[src/rtl/dbg_hang_pkg.sv]
// Package: shared types and constants for the DMA hang signature matcher.
// Assumes all debug words share one width; field positions are fixed.
package dbg_hang_pkg;

    localparam int DBG_W = 32;

    // Result encoding reported on the top-level result port
    typedef enum logic [1:0] {
        HANG_NONE = 2'd0,
        HANG_SIG1 = 2'd1,
        HANG_SIG2 = 2'd2
    } hang_code_e;

    // Bundle of the four debug status words
    typedef struct packed {
        logic [DBG_W-1:0] queue;
        logic [DBG_W-1:0] chain_a;
        logic [DBG_W-1:0] chain_b;
        logic [DBG_W-1:0] complete;
    } dbg_words_t;

    // Controller states
    typedef enum logic {
        ST_IDLE  = 1'b0,
        ST_WATCH = 1'b1
    } watch_state_e;

endpackage

[src/rtl/hang_stability_tracker.sv]
// Module: hang_stability_tracker
// Holds a snapshot of the debug words and compares one live sample per
// cycle against it while compare_i is high. Flags a mismatch at once and
// flags window completion on the NUM_READS-th equal sample.
// Assumes capture_i and compare_i are never high together.
module hang_stability_tracker
    import dbg_hang_pkg::*;
#(
    parameter int NUM_READS = 50
) (
    input  logic       clk,
    input  logic       rst_n,
    input  logic       capture_i,
    input  logic       compare_i,
    input  dbg_words_t words_i,
    output dbg_words_t snap_o,
    output logic       mismatch_o,
    output logic       window_full_o
);

    localparam int CNT_W = $clog2(NUM_READS + 1);
    localparam logic [CNT_W-1:0] LAST_CNT = CNT_W'(NUM_READS - 1);

    dbg_words_t       snap_q;
    logic [CNT_W-1:0] cnt_q;
    logic             equal_now;

    // Purpose: compare the live sample with the snapshot
    always_comb begin
        equal_now     = (words_i == snap_q);
        mismatch_o    = compare_i && !equal_now;
        window_full_o = compare_i && equal_now && (cnt_q == LAST_CNT);
    end

    // Purpose: load the snapshot on capture
    always_ff @(posedge clk) begin
        if (!rst_n) begin
            snap_q <= '0;
        end else if (capture_i) begin
            snap_q <= words_i;
        end
    end

    // Purpose: count equal samples since the capture
    always_ff @(posedge clk) begin
        if (!rst_n) begin
            cnt_q <= '0;
        end else if (capture_i) begin
            cnt_q <= '0;
        end else if (compare_i && equal_now) begin
            if (cnt_q == LAST_CNT) begin
                cnt_q <= '0;
            end else begin
                cnt_q <= cnt_q + 1'b1;
            end
        end
    end

    assign snap_o = snap_q;

    // The snapshot may not move during the compare window
    assert_snap_held_R10: assert property (@(posedge clk) disable iff (!rst_n)
        (compare_i && !capture_i) |=> $stable(snap_q));

    // The sample counter never passes the window length
    assert_cnt_bound_R2: assert property (@(posedge clk) disable iff (!rst_n)
        cnt_q <= LAST_CNT);

    // Mismatch and window completion are exclusive
    assert_excl_flags_R3: assert property (@(posedge clk) disable iff (!rst_n)
        !(mismatch_o && window_full_o));

endmodule

[src/rtl/hang_signature_matcher.sv]
// Module: hang_signature_matcher
// Tests the frozen snapshot against the two hang signatures.
// Signature 1: a chain code in any slot of the two chain words plus a
// completion code. Signature 2: three fixed queue fields.
// Purely combinational; the caller applies the priority.
module hang_signature_matcher
    import dbg_hang_pkg::*;
#(
    parameter int FIELD_W       = 5,
    parameter int SLOTS_A       = 6,
    parameter int SLOTS_B       = 4,
    parameter int CHAIN_CODE    = 6,
    parameter int COMPLETE_W    = 2,
    parameter int COMPLETE_CODE = 1,
    parameter int STITCH_LSB    = 18,
    parameter int STITCH_W      = 4,
    parameter int STITCH_CODE   = 9,
    parameter int FETCH_LSB     = 22,
    parameter int FETCH_W       = 4,
    parameter int FETCH_CODE    = 8,
    parameter int FINISH_LSB    = 26,
    parameter int FINISH_W      = 3,
    parameter int FINISH_CODE   = 4
) (
    input  dbg_words_t words_i,
    output logic       sig1_o,
    output logic       sig2_o
);

    localparam logic [FIELD_W-1:0]    CHAIN_V    = FIELD_W'(CHAIN_CODE);
    localparam logic [COMPLETE_W-1:0] COMPLETE_V = COMPLETE_W'(COMPLETE_CODE);
    localparam logic [STITCH_W-1:0]   STITCH_V   = STITCH_W'(STITCH_CODE);
    localparam logic [FETCH_W-1:0]    FETCH_V    = FETCH_W'(FETCH_CODE);
    localparam logic [FINISH_W-1:0]   FINISH_V   = FINISH_W'(FINISH_CODE);

    logic [SLOTS_A-1:0] hit_a;
    logic [SLOTS_B-1:0] hit_b;

    // Slot comparators on the first chain word
    for (genvar i = 0; i < SLOTS_A; i++) begin : g_slot_a
        assign hit_a[i] = (words_i.chain_a[i*FIELD_W +: FIELD_W] == CHAIN_V);
    end

    // Slot comparators on the second chain word
    for (genvar j = 0; j < SLOTS_B; j++) begin : g_slot_b
        assign hit_b[j] = (words_i.chain_b[j*FIELD_W +: FIELD_W] == CHAIN_V);
    end

    // Purpose: combine slot hits and field checks into the two signatures
    always_comb begin
        sig1_o = ((|hit_a) || (|hit_b)) &&
                 (words_i.complete[COMPLETE_W-1:0] == COMPLETE_V);
        sig2_o = (words_i.queue[STITCH_LSB +: STITCH_W] == STITCH_V) &&
                 (words_i.queue[FETCH_LSB  +: FETCH_W]  == FETCH_V)  &&
                 (words_i.queue[FINISH_LSB +: FINISH_W] == FINISH_V);
    end

endmodule

[src/rtl/dma_hang_detect.sv]
// Module: dma_hang_detect (top)
// Runs one hang check per accepted start: capture, a stability window of
// NUM_READS samples, then a signature test with signature 1 first.
// Reports through a one-cycle done pulse and a held 2-bit result.
// Assumes the debug words are synchronous to clk.
module dma_hang_detect
    import dbg_hang_pkg::*;
#(
    parameter int NUM_READS = 50
) (
    input  logic             clk,
    input  logic             rst_n,
    input  logic             start_i,
    input  logic [DBG_W-1:0] queue_word_i,
    input  logic [DBG_W-1:0] chain_word_a_i,
    input  logic [DBG_W-1:0] chain_word_b_i,
    input  logic [DBG_W-1:0] complete_word_i,
    output logic             done_o,
    output logic [1:0]       result_o
);

    watch_state_e state_q;
    dbg_words_t   live_words;
    dbg_words_t   snap_words;
    logic         capture;
    logic         compare;
    logic         mismatch;
    logic         window_full;
    logic         sig1;
    logic         sig2;
    logic         done_q;
    hang_code_e   result_q;
    hang_code_e   verdict;

    // Purpose: bundle the live inputs and derive the tracker controls
    always_comb begin
        live_words.queue    = queue_word_i;
        live_words.chain_a  = chain_word_a_i;
        live_words.chain_b  = chain_word_b_i;
        live_words.complete = complete_word_i;
        capture = (state_q == ST_IDLE) && start_i;
        compare = (state_q == ST_WATCH);
    end

    hang_stability_tracker #(
        .NUM_READS (NUM_READS)
    ) u_tracker (
        .clk           (clk),
        .rst_n         (rst_n),
        .capture_i     (capture),
        .compare_i     (compare),
        .words_i       (live_words),
        .snap_o        (snap_words),
        .mismatch_o    (mismatch),
        .window_full_o (window_full)
    );

    hang_signature_matcher u_matcher (
        .words_i (snap_words),
        .sig1_o  (sig1),
        .sig2_o  (sig2)
    );

    // Purpose: pick the verdict with signature 1 ahead of signature 2
    always_comb begin
        if (sig1) begin
            verdict = HANG_SIG1;
        end else if (sig2) begin
            verdict = HANG_SIG2;
        end else begin
            verdict = HANG_NONE;
        end
    end

    // Purpose: sequence idle and watch, issue done and the held result
    always_ff @(posedge clk) begin
        if (!rst_n) begin
            state_q  <= ST_IDLE;
            done_q   <= 1'b0;
            result_q <= HANG_NONE;
        end else begin
            done_q <= 1'b0;
            case (state_q)
                ST_IDLE: begin
                    if (start_i) begin
                        state_q <= ST_WATCH;
                    end
                end
                ST_WATCH: begin
                    if (mismatch) begin
                        state_q  <= ST_IDLE;
                        done_q   <= 1'b1;
                        result_q <= HANG_NONE;
                    end else if (window_full) begin
                        state_q  <= ST_IDLE;
                        done_q   <= 1'b1;
                        result_q <= verdict;
                    end
                end
                default: state_q <= ST_IDLE;
            endcase
        end
    end

    assign done_o   = done_q;
    assign result_o = result_q;

    // Done lasts exactly one cycle
    assert_done_pulse_R11: assert property (@(posedge clk) disable iff (!rst_n)
        done_q |=> !done_q);

    // The result code stays within the three legal values
    assert_result_legal_R11: assert property (@(posedge clk) disable iff (!rst_n)
        result_q != 2'd3);

    // The result only changes together with done
    assert_result_held_R11: assert property (@(posedge clk) disable iff (!rst_n)
        !done_q |-> $stable(result_q) || $rose(done_q));

    // An unstable sample ends the check with no hang
    assert_abort_none_R3: assert property (@(posedge clk) disable iff (!rst_n)
        mismatch |=> (done_q && result_q == HANG_NONE));

    // Signature 1 wins when both signatures are met
    assert_sig1_first_R8: assert property (@(posedge clk) disable iff (!rst_n)
        (window_full && sig1 && sig2) |=> (result_q == HANG_SIG1));

    // A start while watching does not disturb the check
    assert_ignore_start_R10: assert property (@(posedge clk) disable iff (!rst_n)
        (compare && start_i && !mismatch && !window_full) |=>
            (state_q == ST_WATCH && !done_q));

endmodule

[config.mk]
export PLATFORM = sky130hd
export DESIGN_NAME = dma_hang_detect
export DESIGN_NICKNAME = d
export VERILOG_FILES = /design/src/rtl/dbg_hang_pkg.sv /design/src/rtl/hang_stability_tracker.sv /design/src/rtl/hang_signature_matcher.sv /design/src/rtl/dma_hang_detect.sv
export SDC_FILE = /design/constraint.sdc
export NUM_CORES = 1
export LEC_CHECK = 0
export BUFFER_PORTS_ARGS = -buffer_cell sky130_fd_sc_hd__buf_2
export CORE_UTILIZATION = 33
export DETAILED_ROUTE_END_ITERATION = 10
export PLACE_DENSITY = 0.58
export SYNTH_ARGS = -nofsm -noshare
export SYNTH_HDL_FRONTEND = slang
export SYNTH_SLANG_ARGS = --single-unit
[constraint.sdc]
create_clock -name clk -period 2.3 [get_ports clk]
set_input_delay 0.23 -clock clk [delete_from_list [all_inputs] [get_ports clk]]
set_output_delay 0.23 -clock clk [all_outputs]
set_load 0.02 [all_outputs]
==> reports/qor.yml, run 1 <==
pwr:
  ir_drop_mv: 0.497
  power_uw: 6070
  total_leakage_power_uw: 0.00367
  p_per_area_mw_per_mm2: 718
timing:
  period_share_pct: 94.1
  period_needed_ps: 2160
  finalHoldViolations: 0
  hold_slack_ps: 60.3
  worst_pin_slew_ps: 648
  setup_viol: 0
  slew_violations: 0
  tns_ps: 0
  relSlewSlack_pct: 56.4
  fin_skew_ps: 12.3
  rsz0062_at_grt: "false"
  maxClockFrequency_mhz: 462
logic_synthesis:
  ys_ff_latch: 138
  synth_flop_cell: "dfxtp_1"
  synth_top_cell_by_area: "dfxtp_1"
  ys_top_cells_by_area: "dfxtp_1 (41%), xor2_1 (16%), nand2_1 (15%)"
  synth_edf_count: 0
  syn_inst: 823
  syn_area_per_cell_um2: 8.27
  async_flop_share_pct: 0
  synth_cell_types: 30
  syn_nets: 956
  seq_area_frac_synth_pct: 40.6
  synthTopCellsByCount: "nand2_1 (280), dfxtp_1 (138), a21boi_0 (128), xor2_1 (128), nor4_1 (46)"
  netlist_area_mm2: 0.00681
  synth_top_area_share_pct: 40.6
  yosysWarningCount: 0
  yosysMostFrequentCell: "nand2_1"
routing:
  dr.first_iter.drc_count: 361
  totalWireLength_um: 20000
  dr.pass1.iters: 7
  num_vias: 5783
  via_per_inst: 4.71
  ant_nets: 0
  drc_errors: 0
  wl_per_cell_um: 16.3
setup_path:
  path_cells: "xor2_1 > nor4_1 > nand4_1 > nor4_4 > buf_6 > nand3_4 > o41ai_2"
  crit_slowest_cell: "nor4_1"
  critPathKind: "reg -> reg"
  endpoint_kind: "flop"
  cp.arrival_ps: 2500
  crit_fanout: 9
  worst-path-buf-inv: 1
  max_stage_delay_ps: 520
  cp_top_family: "simple AND/OR/NAND/NOR gates"
  crit_required_ps: 2630
  reg2reg_slack_ps: 140
  critPathLaunchType: "flop"
clock_tree:
  cts-root-buf: "clkbuf_16"
  cts_tree: "built"
  clk_latency_ps: 430
  htree_levels: 4
  cts_buffers: 17
  clockBufferDepth: 2
  numClockSinks: 138
  clk_pin_slew_ps: 60
  cts_setup_buffers: 0
  hold_buffers: 0
layout:
  final_util_pct: 41.8
  area_growth_pct: 24.3
  final_nets: 1080
  layout-drive-gt1-share_pct: 20.1
grt:
  antenna_found_initial: 1
  grt_pass1_wl_um: 31000
  grt_max_degree: 72
  grt-ovfl-total: 0
  track_usage_pct: 19.5
  grt_pass1_vias: 5585
die:
  die_w_um: 146
  start_util_pct: 33.7
  core_region_area_mm2: 0.0202
  placementRows: 52
  die_area_mm2: 0.0212
  io_pins: 134
  die-height_um: 146
min_path:
  min_path_type: "in -> reg"
placed_design:
  dp_hpwl_um: 14700
  place.gp.congestion: 0.866
  portBuffers: 133
status:
  status: "finished clean"
job:
  max-cap-violations: 0
-- flip-flops by register name, summed over array words and instances (netlist names) --
signal / flops
u_tracker.snap_o: 128
u_tracker.cnt_q: 6
result_o: 2
compare: 1
done_o: 1
-- cell families (layout without fill, tap and decap cells) --
| kind of cell | Yosys count | after routing | synth area share [%] |
|---|---|---|---|
| AOI/OAI and AO/OA | 138 | 138 | 15.5 |
| DFF | 138 | 138 | 40.6 |
| and+or+nand+nor | 367 | 367 | 23.9 |
| buffers and inverters | 46 | 181 | 2.54 |
| xor gates and xnor gates | 128 | 128 | 16.5 |
| adders and majority gates | 2 | 2 | 0.367 |
| muxes | 4 | 4 | 0.588 |
| other | 0 | 1 | 0 |
-- final timing paths --
check	start	cells past startpoint	endpoint
min	queue_word_i[3]	3	u_tracker.snap_o[99]
min reg2reg	u_tracker.snap_o[63]	2	u_tracker.snap_o[63]
max	u_tracker.snap_o[65]	7	u_tracker.cnt_q[5]
max reg2reg	u_tracker.snap_o[65]	7	u_tracker.cnt_q[5]
-- tightest hold or removal path: stages --
cell	delay, ps
buf_2	110
nand2_1	50
a21boi_0	60
-- cell usage in the layout (no fill, tap or decap), types with 2 or more instances in the layout --
master,instances
nand2b_1,4
clkbuf_1,3
and2_1,3
nor4_4,3
a41o_2,2
clkinvlp_4,2
o41ai_2,2
buf_4,12
buf_12,5
nor4_1,39
nor4_2,6
buf_2,132
a31oi_1,2
o211ai_1,2
clkbuf_16,17
bufinv_16,2
ha_1,2
a21boi_0,128
mux2i_1,4
nand3_1,4
nand2_1,280
dfxtp_1,138
nand3b_1,2
nand4_1,12
nor2_1,6
clkinv_2,5
xor2_1,128
-- metal layers --
metal	track usage, %	wire length (µm)	share of wire (%)
met5	0	0	0
met2	31.1	9160	46
met4	5.53	230	1.1
met1	25.9	9680	48
met3	4.95	968	4.8
-- where the power goes --
part           switching [µW]  internal (µW)
sequential                102           2520
clock                    1050           1600
combinational             467            331
-- final cells by class --
type                            count  area [µm²]
Timing Repair Buffer              150         862
Antenna cell                        1        2.50
Clock buffer                       21         450
Sequential cell                   138        2760
Multi-Input combinational cell    639        3940
Inverter                            1        3.75
Clock inverter                      9         100
Fill cell                        2036       11800
Tap cell                          270         338
-- through the flow --
| step | setup slack, ps | area, µm² | cells |
|---|---|---|---|
| after floorplan | 390 | 6810 | 823 |
| after global placement | 18.5 | 7850 | 1198 |
| after detailed placement | -8.40 | 7850 | 1198 |
| after CTS | 14.6 | 8410 | 1228 |
| after global routing | 5.44 | 8460 | 1228 |
| final | 135 | 8460 | 1229 |
-- what timing repair did --
action,CTS,global route
gates resized for setup,1,8
pin swaps,0,0
hold endpoints to repair,0,0
setup endpoints to repair,2,9
No activity file was read; power rests on OpenSTA's default activity.
==> inputs of run 2 (changes only) <==
CORE_UTILIZATION = 50   (was 33)
PLACE_DENSITY = 0.79   (was 0.58)
clock period = 2.37 ns   (was 2.3 ns; I/O delays follow)
==> reports/qor.yml, run 2 (synthesis gave the netlist of run 1 again) <==
timing:
  hold_slack_ps: 68.5  # +8.17 ps
  rsz0062_at_grt: "false"
  slew_violations: 0  # unchanged
  period_share_pct: 93.7  # -0.38 points
  worst_pin_slew_ps: 719  # +71.8 ps
  finalHoldViolations: 0  # unchanged
  period_needed_ps: 2220  # +56.9 ps
  setup_viol: 0  # unchanged
  maxClockFrequency_mhz: 450  # -2.6%
  relSlewSlack_pct: 51.6  # -4.8 points
  fin_skew_ps: 6.19  # -6.09 ps
  tns_ps: 0  # unchanged
clock_tree:
  htree_levels: 4  # unchanged
  clk_pin_slew_ps: 60  # about the same
  cts-root-buf: "clkbuf_16"
  cts_tree: "built"
  clockBufferDepth: 2  # unchanged
  numClockSinks: 138  # unchanged
  clk_latency_ps: 430  # about the same
  cts_buffers: 17  # unchanged
min_path:
  min_path_type: "in -> reg"
  hold_depth: 3  # unchanged
layout:
  nFillCells: 1199  # -41%
  layout-drive-gt1-share_pct: 18.7  # -1.5 points
  area_growth_pct: 20.4
  largest_register_ffs: 128  # unchanged
  layout_common_cells: "nand2_1 (280), dfxtp_1 (138), buf_2 (132)"
  antennaDiodeCount: 0  # -1
  final_nets: 1075  # -0.46%
  final_common_cell: "nand2_1"
job:
  max-cap-violations: 0  # unchanged
setup_path:
  crit_required_ps: 2700  # +70 ps
  reg2regPathDepth: 7  # unchanged
  endpoint_kind: "flop"
  crit_fanout: 9  # unchanged
  critPathKind: "reg -> reg"
  cp.arrival_ps: 2560  # +60 ps
  critPathLaunchType: "flop"
grt:
  grt_max_degree: 87  # +21%
  grt_pass1_vias: 5515  # -1.3%
  grt_pass1_wl_um: 27800  # -10%
  antenna_found_initial: 1  # unchanged
  track_usage_pct: 25.9  # +6.4 points
  grt-ovfl-total: 0  # unchanged
placed_design:
  portBuffers: 133  # unchanged
  dp_hpwl_um: 12800  # -13%
  place.gp.congestion: 0.866  # about the same
die:
  die_w_um: 119  # -19%
  die_area_mm2: 0.0141  # -34%
  start_util_pct: 51.4  # +18 points
  core_region_area_mm2: 0.0132  # -35%
  io_pins: 134  # unchanged
  placementRows: 42  # -19%
  die-height_um: 119  # -19%
pwr:
  p_per_area_mw_per_mm2: 693  # -3.4%
  total_leakage_power_uw: 0.00362  # -1.3%
  ir_drop_mv: 0.416  # -16%
routing:
  wl_per_cell_um: 15.7  # -3.6%
  drc_errors: 0  # unchanged
  via_per_inst: 5.22  # +11%
  ant_nets: 0  # unchanged
  totalWireLength_um: 17700  # -11%
  num_vias: 5890  # +1.9%
  dr.pass1.iters: 5  # -2
  dr.first_iter.drc_count: 462  # +28%
status:
  status: "finished clean"
## run 2: cell count changes in the layout (fill, tap and decap cells not counted), sizes merged
| cell | delta |
|---|---|
| buf | -5 |
| bufinv | -2 |
| clkbuf | +7 |
| clkinv | -3 |
| clkinvlp | -2 |
| diode | -1 |
## run 2: power by group
part           leakage (µW)  internal (µW)  total, µW  switching [µW]
combinational       0.00222            304        721             417
sequential          0.00113           2450       2550             101
clock              0.000260           1460       2410             947
total               0.00362           4220       5680            1460
## run 2: worst paths after layout
path | to | startpoint | slack (ps)
setup / recovery | u_tracker.cnt_q[5] | u_tracker.snap_o[44] | 150
hold / removal | u_tracker.snap_o[90] | chain_word_a_i[26] | 70
setup reg to reg | u_tracker.cnt_q[5] | u_tracker.snap_o[44] | 150
hold reg to reg | u_tracker.snap_o[20] | u_tracker.snap_o[20] | 470
## run 2: routing by layer
metal / up-vias / routed length, µm / global-route usage [%]
li1: 2980 / - / -
met1: 2718 / 8160 / 34.2
met2: 160 / 8170 / 41.1
met3: 30 / 1060 / 6.18
met4: 2 / 357 / 9.57
met5: - / 10 / 0
## run 2: final cells by class
type | instances | area, µm² | area share, %
Tap cell | 176 | 220 | 2.69
Clock inverter | 2 | 10.0 | 0.122
Inverter | 1 | 3.75 | 0.0458
Timing Repair Buffer | 145 | 796 | 9.71
Clock buffer | 28 | 517 | 6.30
Multi-Input combinational cell | 639 | 3890 | 47.4
Sequential cell | 138 | 2760 | 33.7
## run 2: stage by stage
stage	instances	util (%)	setup slack [ps]	cell area, µm²	total power [µW]
2_1_floorplan	823	-	460	6810	2990
3_3_place_gp	1097	57.8	131	7660	3300
3_5_place_dp	1097	57.8	85.3	7660	3320
4_1_cts	1127	61.8	65.9	8180	5700
5_1_grt	1129	61.9	32.8	8200	5900
6_report	1129	61.9	148	8200	5680
## run 2: critical path, cell delays in order (launching register included)
cell	delay [ps]
dfxtp_1	330
xor2_1	180
nor4_1	450
nand4_1	210
nor4_4	300
buf_4	210
nand3_4	130
o41ai_2	320
## run 2: what timing repair did
item                       4_1_cts  5_1_grt
resized for setup                0        0
hold buffers                     0        0
buffers inserted                 0        2
setup endpoints to repair        0        3
